`src/rtl/wl_pkg.sv`:
```
package wl_pkg;
  typedef logic [3:0] wl_cmd_t; // {cs_n, ras_n, cas_n, we_n}

  localparam wl_cmd_t CMD_NOP = 4'b0111;

  function automatic logic cmd_legal(input wl_cmd_t c);
    return c[3] || (c == CMD_NOP);
  endfunction
endpackage

```
`src/rtl/wl_dqs_capture.sv`:
```
module wl_dqs_capture (
  input  logic clk,
  input  logic rst,
  input  logic mode,
  input  logic dqs,
  input  logic dqs_n,
  input  logic ck_level,
  output logic cap_vld,
  output logic cap_val
);
  logic dqs_q, dqsn_q;
  logic rise;

  // true side rises while the complement falls
  assign rise = dqs && !dqs_q && !dqs_n && dqsn_q;

  always_ff @(posedge clk) begin
    if (rst) begin
      dqs_q   <= 1'b0;
      dqsn_q  <= 1'b1;
      cap_vld <= 1'b0;
      cap_val <= 1'b0;
    end else begin
      dqs_q   <= dqs;
      dqsn_q  <= dqs_n;
      cap_vld <= mode && rise;
      if (mode && rise) cap_val <= ck_level;
    end
  end
endmodule

```
`src/rtl/wl_out_delay.sv`:
```
module wl_out_delay #(
  parameter int DEPTH = 2
) (
  input  logic clk,
  input  logic rst,
  input  logic flush,
  input  logic in_vld,
  input  logic in_val,
  output logic out_vld,
  output logic out_val
);
  generate
    if (DEPTH == 0) begin : g_pass
      assign out_vld = in_vld;
      assign out_val = in_val;
    end else begin : g_pipe
      logic [DEPTH-1:0] vld_sr;
      logic [DEPTH-1:0] val_sr;
      always_ff @(posedge clk) begin
        if (rst || flush) begin
          vld_sr <= '0;
          val_sr <= '0;
        end else begin
          vld_sr[0] <= in_vld;
          val_sr[0] <= in_val;
          for (int i = 1; i < DEPTH; i++) begin
            vld_sr[i] <= vld_sr[i-1];
            val_sr[i] <= val_sr[i-1];
          end
        end
      end
      assign out_vld = vld_sr[DEPTH-1];
      assign out_val = val_sr[DEPTH-1];
    end
  endgenerate
endmodule

```
`src/rtl/wl_lane_ctrl.sv`:
```
module wl_lane_ctrl #(
  parameter int WLOE = 2
) (
  input  logic clk,
  input  logic rst,
  input  logic mode,
  input  logic hit_vld,
  input  logic hit_val,
  output logic prime_q,
  output logic seen_q,
  output logic np_low_q
);
  localparam int CW = (WLOE > 1) ? $clog2(WLOE) : 1;
  localparam logic [CW-1:0] LAST = CW'(WLOE - 1);

  logic [CW-1:0] cnt;

  always_ff @(posedge clk) begin
    if (rst || !mode) begin
      prime_q  <= 1'b0;
      seen_q   <= 1'b0;
      np_low_q <= 1'b0;
      cnt      <= '0;
    end else begin
      if (hit_vld) begin
        prime_q <= hit_val;
        seen_q  <= 1'b1;
      end
      if (seen_q && !np_low_q) begin
        if (cnt == LAST) np_low_q <= 1'b1;
        else             cnt      <= cnt + 1'b1;
      end
    end
  end
endmodule

```
`src/rtl/wl_responder.sv`:
```
module wl_responder #(
  parameter int DQ_W  = 8,
  parameter int PRIME = 0,
  parameter int WLO   = 3,
  parameter int WLOE  = 2
) (
  input  logic            clk,
  input  logic            rst,
  input  logic            lvl_en,
  input  logic            out_off,
  input  logic [3:0]      cmd,
  input  logic            ck_level,
  input  logic            dqs,
  input  logic            dqs_n,
  output logic [DQ_W-1:0] dq,
  output logic            dq_oe,
  output logic            dq_undef,
  output logic            proto_err
);
  import wl_pkg::*;

  localparam int PIPE = WLO - 1;

  logic cap_vld, cap_val;
  logic hit_vld, hit_val;
  logic prime_q, seen_q, np_low_q;
  logic oe_q, err_q;

  wl_dqs_capture u_cap (
    .clk(clk), .rst(rst), .mode(lvl_en),
    .dqs(dqs), .dqs_n(dqs_n), .ck_level(ck_level),
    .cap_vld(cap_vld), .cap_val(cap_val)
  );

  wl_out_delay #(.DEPTH(PIPE)) u_dly (
    .clk(clk), .rst(rst), .flush(!lvl_en),
    .in_vld(cap_vld), .in_val(cap_val),
    .out_vld(hit_vld), .out_val(hit_val)
  );

  wl_lane_ctrl #(.WLOE(WLOE)) u_lane (
    .clk(clk), .rst(rst), .mode(lvl_en),
    .hit_vld(hit_vld), .hit_val(hit_val),
    .prime_q(prime_q), .seen_q(seen_q), .np_low_q(np_low_q)
  );

  always_ff @(posedge clk) begin
    if (rst) begin
      oe_q  <= 1'b0;
      err_q <= 1'b0;
    end else begin
      oe_q <= lvl_en && !out_off;
      if (!lvl_en)             err_q <= 1'b0;
      else if (!cmd_legal(cmd)) err_q <= 1'b1;
    end
  end

  generate
    for (genvar b = 0; b < DQ_W; b++) begin : g_lane
      if (b == PRIME) begin : g_prime
        assign dq[b] = oe_q && (seen_q ? prime_q : 1'b1);
      end else begin : g_other
        assign dq[b] = oe_q && !np_low_q;
      end
    end
  endgenerate

  assign dq_oe     = oe_q;
  assign dq_undef  = oe_q && !seen_q;
  assign proto_err = err_q;
endmodule

```
`config.mk`:
```
export PLATFORM = sky130hd
export DESIGN_NAME = wl_responder
export DESIGN_NICKNAME = d
export VERILOG_FILES = /design/src/rtl/wl_pkg.sv /design/src/rtl/wl_dqs_capture.sv /design/src/rtl/wl_out_delay.sv /design/src/rtl/wl_lane_ctrl.sv /design/src/rtl/wl_responder.sv
export SDC_FILE = /design/constraint.sdc
export NUM_CORES = 1
export LEC_CHECK = 0
export ABC_AREA = 1
export BUFFER_PORTS_ARGS = -buffer_cell sky130_fd_sc_hd__clkbuf_2
export CORE_MARGIN = 2
export CORE_UTILIZATION = 25
export CTS_CLUSTER_DIAMETER = 40
export CTS_CLUSTER_SIZE = 16
export DETAILED_ROUTE_END_ITERATION = 10
export PLACE_DENSITY = 0.54
export SYNTH_ARGS = -nofsm -noshare
export SYNTH_HDL_FRONTEND = slang
export SYNTH_SLANG_ARGS = --single-unit
```
`constraint.sdc`:
```
create_clock -name clk -period 0.8 [get_ports clk]
set_input_delay 0.12 -clock clk [delete_from_list [all_inputs] [get_ports clk]]
set_output_delay 0.12 -clock clk [all_outputs]
set_load 0.1 [all_outputs]
```
==> key figures <==
Logic synthesis
  • Number of synthesized register bits: 14
  • Synth cell types: 11
  • Top cells by area, synth: dfxtp_1, nor2_1, inv_1, buf_4, a21oi_1
  • Top cell type's share of synthesized area: 0.549
  • Syn_nets: 75
  • EDFF count, synth: 0
  • Fraction of registers with async set/reset: 0
  • Most frequent cell after synthesis: nor2_1
  • Sequential share of the synthesized area: 0.549
  • Mean area per synthesized cell: 7.98 um2
  • Post-synth top area cell: dfxtp_1
  • Post-Syn Area: 510 um2
  • YS warnings: 0
  • Top cells by count, synth: nor2_1, dfxtp_1, inv_1
  • Ys flop type: dfxtp_1
  • Post-synthesis cell count: 64

Flow run
  • Max Cap Viol: 0

Clocking
  • H-tree levels: 1
  • Clk root buf: clkbuf_4
  • Clock Tree Buf Depth: 2
  • Total CTS buffers: 3
  • Sink Count: 14
  • Post-CTS setup buffer count: 0
  • Clk_lat worst skew: 0.27 ns
  • Clk pin slew, worst setup/hold paths: 0.08 ns
  • CTS tree: built

Cells and area
  • Nets: 101
  • Multi-input logic area: 165 um2
  • Area Overhead vs Synth: 77.9%
  • Layout cells sized above 1: 0.494
  • Fill cells: 200
  • Antenna fix cells: 0
  • Seq. cell area: between 200 and 300 um2

Route
  • Vias per Instance: 3.63
  • Drt total wl: between 800 and 900 um
  • Final ANT Viol Nets: 0
  • Via Count: 421
  • Initial DRC count: 3
  • DRC: 0
  • Pre-antenna DRT Iters: 2
  • Drt wl/cell: 7.24 um

Power
  • Power Total: 1.57 mW
  • Cell Pwr Density: 1730 nW/um2
  • Max VDD drop: 0.00117 V
  • Cell leakage power: 0.391 nW

Global route
  • First-pass GRT wire length: 1530 um
  • Vias in the first global route: 379
  • Largest net degree at the start of global routing: 11
  • Total GRT Usage: 0.0821
  • Overflow left after global routing: 0
  • Initial antenna violation count: 0

Timing
  • Setup violators final: 11
  • Final WS setup: -0.420 ns
  • Final worst-path cycle share: 1.52
  • Setup_tns: -3.93 ns
  • Worst Tran Pin Value: 0.181 ns
  • Final Skew: around 0.0016 ns
  • Final Max Slew Viols: 0
  • WHS: approximately 0.017 ns
  • Slew HR: 0.879
  • RSZ-0062 raised after global routing: true
  • Max Clk Rate: 820 MHz
  • Final min period: 1.22 ns
  • Final hold violation count: 0

Floorplanning
  • Die Y: roughly 49 um
  • Overall die width: 49.2 um
  • Initial Util: 0.263
  • Area of the core: slightly below 2000 um2
  • I/O pin count: 22
  • # rows: 16
  • Total die area: 2420 um2

Place
  • Half-perimeter wire length after placement: around 700 um
  • Port bufs: 21
  • Placer Congestion: 0.636

Outcome
  • Failing checks: setup timing
  • Status: finished, violations left

Critical path
  • Worst setup endpoint: dq[5]
  • Worst EP required: approximately 0.68 ns
  • Critical Path AT: around 1.1 ns
  • Reg-to-Reg End: u_lane.cnt$_SDFFE_PP0P_
  • Worst setup EP type: output pin
  • Setup CP Type: reg -> out
  • Reg2Reg Launch Point: u_lane.seen_q$_SDFFE_PP0P_
  • Worst R2R Setup Slack: approximately 0.020 ns
  • Max FO, Critical Path: 7
  • Reg2Reg Depth: 3
  • Critical Path Start: dq_oe$_SDFF_PP0_
  • Startpoint Class: flop

Min path
  • Min-delay worst type: in -> reg
==> final cells by class <==
type                    count  area share
repair buffers             27       0.364
flip-flops and latches     14       0.321
multi-input cells          31       0.182
inverters                  13      0.0565
clock buffers               4      0.0399
well taps                  27      0.0372
==> routing by layer <==
metal,vias up,wire [um],track usage
met1,172,344,0.0876
li1,232,-,-
met2,17,426,0.140
met5,-,0,0
met3,0,68,0.0307
met4,0,0,0.0429
==> sequential cells by signal, summed over array words and instances, names as in the netlist <==
register	cells
u_lane.cnt	1
u_cap.cap_val	1
u_lane.prime_q	1
u_dly.g_pipe.val_sr	2
u_cap.dqs_q	1
u_lane.seen_q	1
dq_oe	1
proto_err	1
u_dly.g_pipe.vld_sr	2
u_cap.dqsn_q	1
u_cap.cap_vld	1
u_lane.np_low_q	1
==> logic make-up (layout without fill, tap and decap cells) <==
kind of cell / count (synthesis) / in the layout / synth area share
AOI/OAI and AO/OA: 5 / 5 / 0.0490
buffers and inverters: 19 / 44 / 0.184
DFF: 14 / 14 / 0.549
and+or+nand+nor: 26 / 26 / 0.218
==> placed cells by master (no fill, tap or decap), drive strengths merged <==
master,count
a21oi,5
nor2,17
clkbuf,14
dlygate4sd3,1
nand2,6
buf,16
dfxtp,14
nor3,1
nand3,2
inv,13
==> critical path: stages (launching register included) <==
cell and delay [ns]:
dfxtp_4 0.36, inv_4 0.04, nor2_4 0.09, buf_12 0.15
buf_12 0.18
==> where the power goes <==
part,switching [mW],total (mW),internal [mW]
sequential,0.00927,0.717,0.708
combinational,0.233,0.368,0.135
clock,0.211,0.488,0.277
total,0.453,1.57,1.12
==> how the worst min path moves through the flow <==
stage          slack (ns)  cells after the start     from                      to
6_report             0.02                      2      rst  u_cap.dqs_q$_SDFF_PP0_
5_1_grt              0.02                      2      rst  u_cap.dqs_q$_SDFF_PP0_
4_1_cts              0.01                      2      rst  u_cap.dqs_q$_SDFF_PP0_
3_5_place_dp         0.27                      2  out_off        dq_oe$_SDFF_PP0_
3_3_place_gp         0.28                      2  out_off        dq_oe$_SDFF_PP0_
2_1_floorplan        0.18                      1  out_off        dq_oe$_SDFF_PP0_
==> through the flow <==
step                      instance area, um2  utilization  instances  setup WS (ns)
after floorplan                          609            -         64         -0.929
final                                    908        0.468        116         -0.420
after CTS                                892        0.459        116         -0.441
after global routing                     908        0.468        116         -0.464
after global placement                   843        0.434        111         -0.138
after detailed placement                 843        0.434        111         -0.151
==> timing repair <==
action	in CTS	in global routing
setup endpoints to repair	13	13
resized for setup	2	5
hold buffers	1	0
pin swaps	5	2
gates cloned	0	0
hold endpoints to repair	1	0
Note: power is estimated with default switching activity, not from simulation.
